--- src/rtl/i2c_regslave_pkg.sv ---
package i2c_regslave_pkg;

   localparam int BYTE_W = 8;

   typedef enum logic [2:0] {
      ST_IDLE,
      ST_DEV,
      ST_REG,
      ST_WR,
      ST_ACK,
      ST_TX,
      ST_RACK,
      ST_WAIT
   } slv_state_e;

endpackage

--- src/rtl/i2c_regslave_sync.sv ---
module i2c_regslave_sync #(
   parameter int               WIDTH   = 2,
   parameter int               STAGES  = 2,
   parameter logic [WIDTH-1:0] RST_VAL = '1
) (
   input  logic             clk,
   input  logic             rst_n,
   input  logic [WIDTH-1:0] d_i,
   output logic [WIDTH-1:0] q_o
);

   generate
      if (STAGES < 2) begin : g_bad_depth
         $error("i2c_regslave_sync: STAGES must be at least 2");
      end
   endgenerate

   logic [STAGES-1:0][WIDTH-1:0] stg;

   always_ff @(posedge clk or negedge rst_n) begin
      if (!rst_n) stg <= {STAGES{RST_VAL}};
      else        stg <= {stg[STAGES-2:0], d_i};
   end

   assign q_o = stg[STAGES-1];

endmodule

--- src/rtl/i2c_regslave_bus_evt.sv ---
module i2c_regslave_bus_evt (
   input  logic clk,
   input  logic rst_n,
   input  logic scl_s,
   input  logic sda_s,
   output logic scl_rise,
   output logic scl_fall,
   output logic start_det,
   output logic stop_det
);

   logic scl_q, sda_q;

   always_ff @(posedge clk or negedge rst_n) begin
      if (!rst_n) begin
         scl_q <= 1'b1;
         sda_q <= 1'b1;
      end else begin
         scl_q <= scl_s;
         sda_q <= sda_s;
      end
   end

   assign scl_rise  =  scl_s & ~scl_q;
   assign scl_fall  = ~scl_s &  scl_q;
   assign start_det =  scl_s &  scl_q &  sda_q & ~sda_s;
   assign stop_det  =  scl_s &  scl_q & ~sda_q &  sda_s;

endmodule

--- src/rtl/i2c_regslave.sv ---
module i2c_regslave
   import i2c_regslave_pkg::*;
#(
   parameter logic [6:0] DEV_ADDR    = 7'h1D,
   parameter int         SYNC_STAGES = 2,
   parameter int         AW          = 8
) (
   input  logic              clk,
   input  logic              rst_n,
   input  logic              cs_i,
   input  logic              i2c_dis_i,
   input  logic              scl_i,
   input  logic              sda_i,
   output logic              sda_oe_o,
   output logic [AW-1:0]     reg_addr_o,
   output logic [BYTE_W-1:0] reg_wdata_o,
   output logic              reg_we_o,
   input  logic [BYTE_W-1:0] reg_rdata_i
);

   localparam logic [2:0]    LAST_BIT = 3'(BYTE_W - 1);
   localparam logic [AW-1:0] PTR_ONE  = AW'(1);

   generate
      if (AW < 1 || AW > BYTE_W) begin : g_bad_aw
         $error("i2c_regslave: AW must lie between 1 and 8");
      end
   endgenerate

   logic scl_s, sda_s;
   logic scl_rise, scl_fall, start_det, stop_det;

   i2c_regslave_sync #(.WIDTH(2), .STAGES(SYNC_STAGES), .RST_VAL(2'b11)) sync_i (
      .clk   (clk),
      .rst_n (rst_n),
      .d_i   ({scl_i, sda_i}),
      .q_o   ({scl_s, sda_s})
   );

   i2c_regslave_bus_evt evt_i (
      .clk       (clk),
      .rst_n     (rst_n),
      .scl_s     (scl_s),
      .sda_s     (sda_s),
      .scl_rise  (scl_rise),
      .scl_fall  (scl_fall),
      .start_det (start_det),
      .stop_det  (stop_det)
   );

   slv_state_e        state, after_ack;
   logic              half;
   logic [2:0]        cnt;
   logic [6:0]        rx_sh;
   logic [6:0]        tx_sh;
   logic [AW-1:0]     ptr;
   logic              oe;
   logic              we_q;
   logic [BYTE_W-1:0] wdata;
   logic              active;
   logic [BYTE_W-1:0] rx_byte;

   assign active  = cs_i & ~i2c_dis_i;
   assign rx_byte = {rx_sh, sda_s};

   always_ff @(posedge clk or negedge rst_n) begin
      if (!rst_n) begin
         state     <= ST_IDLE;
         after_ack <= ST_IDLE;
         half      <= 1'b0;
         cnt       <= '0;
         rx_sh     <= '0;
         tx_sh     <= '0;
         ptr       <= '0;
         oe        <= 1'b0;
         we_q      <= 1'b0;
         wdata     <= '0;
      end else begin
         we_q <= 1'b0;
         if (we_q) ptr <= ptr + PTR_ONE;
         if (!active) begin
            state <= ST_IDLE;
            oe    <= 1'b0;
            half  <= 1'b0;
            cnt   <= '0;
         end else if (start_det) begin
            state <= ST_DEV;
            oe    <= 1'b0;
            half  <= 1'b0;
            cnt   <= '0;
         end else if (stop_det) begin
            state <= ST_IDLE;
            oe    <= 1'b0;
            half  <= 1'b0;
         end else begin
            unique case (state)
               ST_DEV, ST_REG, ST_WR: begin
                  if (scl_rise) begin
                     rx_sh <= rx_byte[6:0];
                     cnt   <= cnt + 3'd1;
                     if (cnt == LAST_BIT) begin
                        half  <= 1'b0;
                        state <= ST_ACK;
                        if (state == ST_DEV) begin
                           if (rx_byte[7:1] == DEV_ADDR)
                              after_ack <= rx_byte[0] ? ST_TX : ST_REG;
                           else
                              state <= ST_WAIT;
                        end else if (state == ST_REG) begin
                           ptr       <= rx_byte[AW-1:0];
                           after_ack <= ST_WR;
                        end else begin
                           we_q      <= 1'b1;
                           wdata     <= rx_byte;
                           after_ack <= ST_WR;
                        end
                     end
                  end
               end
               ST_ACK: begin
                  if (scl_fall) begin
                     if (!half) begin
                        oe   <= 1'b1;
                        half <= 1'b1;
                     end else begin
                        half  <= 1'b0;
                        cnt   <= '0;
                        state <= after_ack;
                        if (after_ack == ST_TX) begin
                           tx_sh <= reg_rdata_i[6:0];
                           oe    <= ~reg_rdata_i[7];
                        end else begin
                           oe <= 1'b0;
                        end
                     end
                  end
               end
               ST_TX: begin
                  if (scl_rise) begin
                     cnt <= cnt + 3'd1;
                     if (cnt == LAST_BIT) begin
                        ptr   <= ptr + PTR_ONE;
                        state <= ST_RACK;
                        half  <= 1'b0;
                     end
                  end else if (scl_fall) begin
                     tx_sh <= {tx_sh[5:0], 1'b0};
                     oe    <= ~tx_sh[6];
                  end
               end
               ST_RACK: begin
                  if (!half) begin
                     if (scl_fall) begin
                        oe   <= 1'b0;
                        half <= 1'b1;
                     end
                  end else if (scl_rise) begin
                     if (sda_s) begin
                        state <= ST_WAIT;
                     end else begin
                        state     <= ST_ACK;
                        after_ack <= ST_TX;
                     end
                  end
               end
               default: ;
            endcase
         end
      end
   end

   assign sda_oe_o    = oe;
   assign reg_addr_o  = ptr;
   assign reg_wdata_o = wdata;
   assign reg_we_o    = we_q;

endmodule

--- config.mk ---
export PLATFORM = sky130hd
export DESIGN_NAME = i2c_regslave
export DESIGN_NICKNAME = d
export VERILOG_FILES = /design/src/rtl/i2c_regslave_pkg.sv /design/src/rtl/i2c_regslave_sync.sv /design/src/rtl/i2c_regslave_bus_evt.sv /design/src/rtl/i2c_regslave.sv
export SDC_FILE = /design/constraint.sdc
export NUM_CORES = 1
export LEC_CHECK = 0
export BUFFER_PORTS_ARGS = -buffer_cell sky130_fd_sc_hd__buf_2
export CAP_MARGIN = 15
export CORE_UTILIZATION = 35
export CTS_CLUSTER_DIAMETER = 50
export DETAILED_ROUTE_END_ITERATION = 10
export GPL_TIMING_DRIVEN = 0
export PLACE_DENSITY = 0.55
export SLEW_MARGIN = 25
export SYNTH_ARGS = -nofsm -noshare
export SYNTH_HDL_FRONTEND = slang
export SYNTH_SLANG_ARGS = --single-unit
--- constraint.sdc ---
create_clock -name clk -period 3.9 [get_ports clk]
set_input_delay 0.39 -clock clk [delete_from_list [all_inputs] [get_ports clk]]
set_output_delay 0.39 -clock clk [all_outputs]
set_load 0.01 [all_outputs]
==> flow_summary.ini <==
[floorplan]
die_y_um = 87.7
start_util_pct = 37.0
row_count = 30
die_x_um = 87.7
die-area_um2 = 7690
core_area_um2 = 6940
io_pins = 32

[final_layout]
final_cells = 396
syn_to_final_growth_pct = 15.5
num_antenna_cells = 0
final_util_pct = 42.7
drive_above_1_share_pct = 21.7
fin_nets = 316
final_area_um2 = 2970

[worst_setup_path]
path_class = reg2reg
critical_path_arrival_ns = 2.34
required_ns = 4.08
reg2reg_from = rx_sh[5]
critPathCaptureType = flip-flop
path_max_fanout = 5
start_kind = flip-flop
startpoint = rx_sh[5]

[grt]
grt_start_max_net_pins = 49
grt_overflow_total = 0
grt_pass1_wl_um = 9870
grt_pass1_vias = 2028
antenna_found_initial = 0
grt.total_usage_pct = 16.5

[logic_synthesis]
synth.area.top_cells = dfrtp_1, dfstp_2, mux2_2, nand2_1, nor2_1
synth.avg_cell_area_um2 = 9.84
synth_edf_count = 0
yosysSeqAreaShare_pct = 47.1
synth_top_area_share_pct = 40.9
synth_fp_nets = 278
yosysWarnings = 0
yosysMostFrequentCell = dfrtp_1
synthTopCellsByCount = dfrtp_1, nand2_1, nor2_1
synth-seq-cells = 48
syn_area_um2 = 2570
synthDistinctLibCells = 51
synth_async_sr_flop_share_pct = 100
syn_inst = 261
synth_area_leader_cell = dfrtp_1
synth-main-ff-cell = dfrtp_1

[sta]
slew_viol_final = 0
fmax_mhz = 463
hold_ws_ns = 0.0924
slew_headroom_pct = 51.9
period_minus_slack_ns = 2.16
tns_ns = 0
fin_crit_sh_pct = 55.3
rsz0062_at_grt = no
setup_viol = 0
finalHoldViolCount = 0
skew_ns = 0.00985
worst_pin_slew_ns = 0.717

[drt]
via_per_inst = 5.28
vias = 2090
drtIter0Drc = 274
wl_per_cell_um = 14.8
drc = 0
antenna_left = 0
wl_um = 5850
firstDrtPassIters = 6

[placement]
detailed_place_hpwl_um = 4040
dp.cells = 388
io_buffers = 31
placed_cell_area_um2 = 2850
place_congestion = 0.852

[power]
switching_share_pct = 21.6
pwr-share-clk_pct = 41.6
internal-power_uw = 724
leakagePower_nw = 1.30
power_density_nw_per_um2 = 311
irDropWorstVdd_v = 0.000221
p_seq_share_pct = 54.9
p_comb_share_pct = 3.5
p_switching_uw = 199

[clocking]
post_cts_buffers = 0
cts.sinks = 48
cts_inserted_buffers = 5
path_clk_slew_ns = 0.09
cts_tree = done
clk_latency_ns = 0.31
cts_buffer_depth = 2
h-tree-depth = 2
root_buffer = clkbuf_8
cts_hold_buf = 0
ctsResizeCount = 0

[job]
max_cap_viol_count = 0

[status]
status = finished clean

[hold_path]
hp-class = in2async
-- worst paths after layout --
path                                  end  slack (ns)  cells past startpoint
max                          after_ack[0]        1.74                      5
min                        reg_wdata_o[7]        0.09                      1
max reg2reg                  after_ack[0]        1.74                      5
min reg2reg                 sync_i.q_o[0]        0.36                      0
max in group asynchronous    after_ack[2]        3.39                      1
min in group clk            sync_i.stg[1]        0.18                      1
-- final cells by class --
class	instances	area [µm²]
Clock buffer	6	82.6
Buffer	14	57.6
Clock inverter	2	38.8
Multi-Input combinational cell	189	1260
Fill cell	694	3980
Sequential cell	48	1210
Inverter	10	37.5
Tap cell	96	120
Timing Repair Buffer	31	158
-- metal layers --
| layer | up-vias | GRT usage, % | routed length, µm |
|---|---|---|---|
| li1 | 1012 | - | - |
| met1 | 1000 | 23.6 | 2870 |
| met2 | 72 | 24.5 | 2620 |
| met3 | 6 | 3.11 | 248 |
| met4 | 0 | 7.00 | 103 |
| met5 | - | 0 | 0 |
-- cells in the final DEF, fill, tap and decap left out, types with 7 or more instances in the layout --
master,n
dfrtp_1,42
buf_2,34
nand2_1,26
nor2_1,25
nand3_1,12
o21ai_0,11
mux2_2,10
clkbuf_1,9
inv_1,9
a31oi_1,8
o21ai_1,7
mux2_1,7
-- state kept, by name, summed over array words and instances, names as in the netlist --
name         cells
evt_i.sda_q      1
reg_wdata_o      8
tx_sh            7
evt_i.scl_q      1
reg_addr_o       8
after_ack        3
half             1
sync_i.q_o       2
sync_i.stg       2
rx_sh            7
cnt              3
sda_oe_o         1
state            3
reg_we_o         1
-- critical path: stages, from the launching register on --
cell,delay (ns)
dfrtp_1,0.43
and4bb_1,0.27
nand4b_1,0.16
or3_1,0.37
a221oi_2,0.44
mux2_1,0.37
-- metrics by stage --
step	worst slack, ns	total power [mW]
after CTS	1.75	0.940
after floorplan	1.99	0.528
after global routing	1.55	0.955
after detailed placement	1.72	0.550
after global placement	1.74	0.549
final	1.74	0.923
-- power by group through the flow --
stage          Clock, mW  Sequential, mW  Combinational (mW)
2_1_floorplan          0           0.516              0.0127
3_3_place_gp           0           0.516              0.0330
3_5_place_dp           0           0.516              0.0335
4_1_cts            0.400           0.507              0.0335
5_1_grt            0.410           0.508              0.0372
6_report           0.384           0.507              0.0327
-- cell families after synthesis --
family / Yosys count / synth area share [%]
compound gates: 62 / 16.5
xor+xnor: 11 / 3.75
fa+ha+maj: 3 / 1.46
buf+inv: 24 / 3.70
flops: 48 / 47.1
mux: 22 / 9.40
simple gates: 91 / 18.2
(Power assumes the default switching activity.)
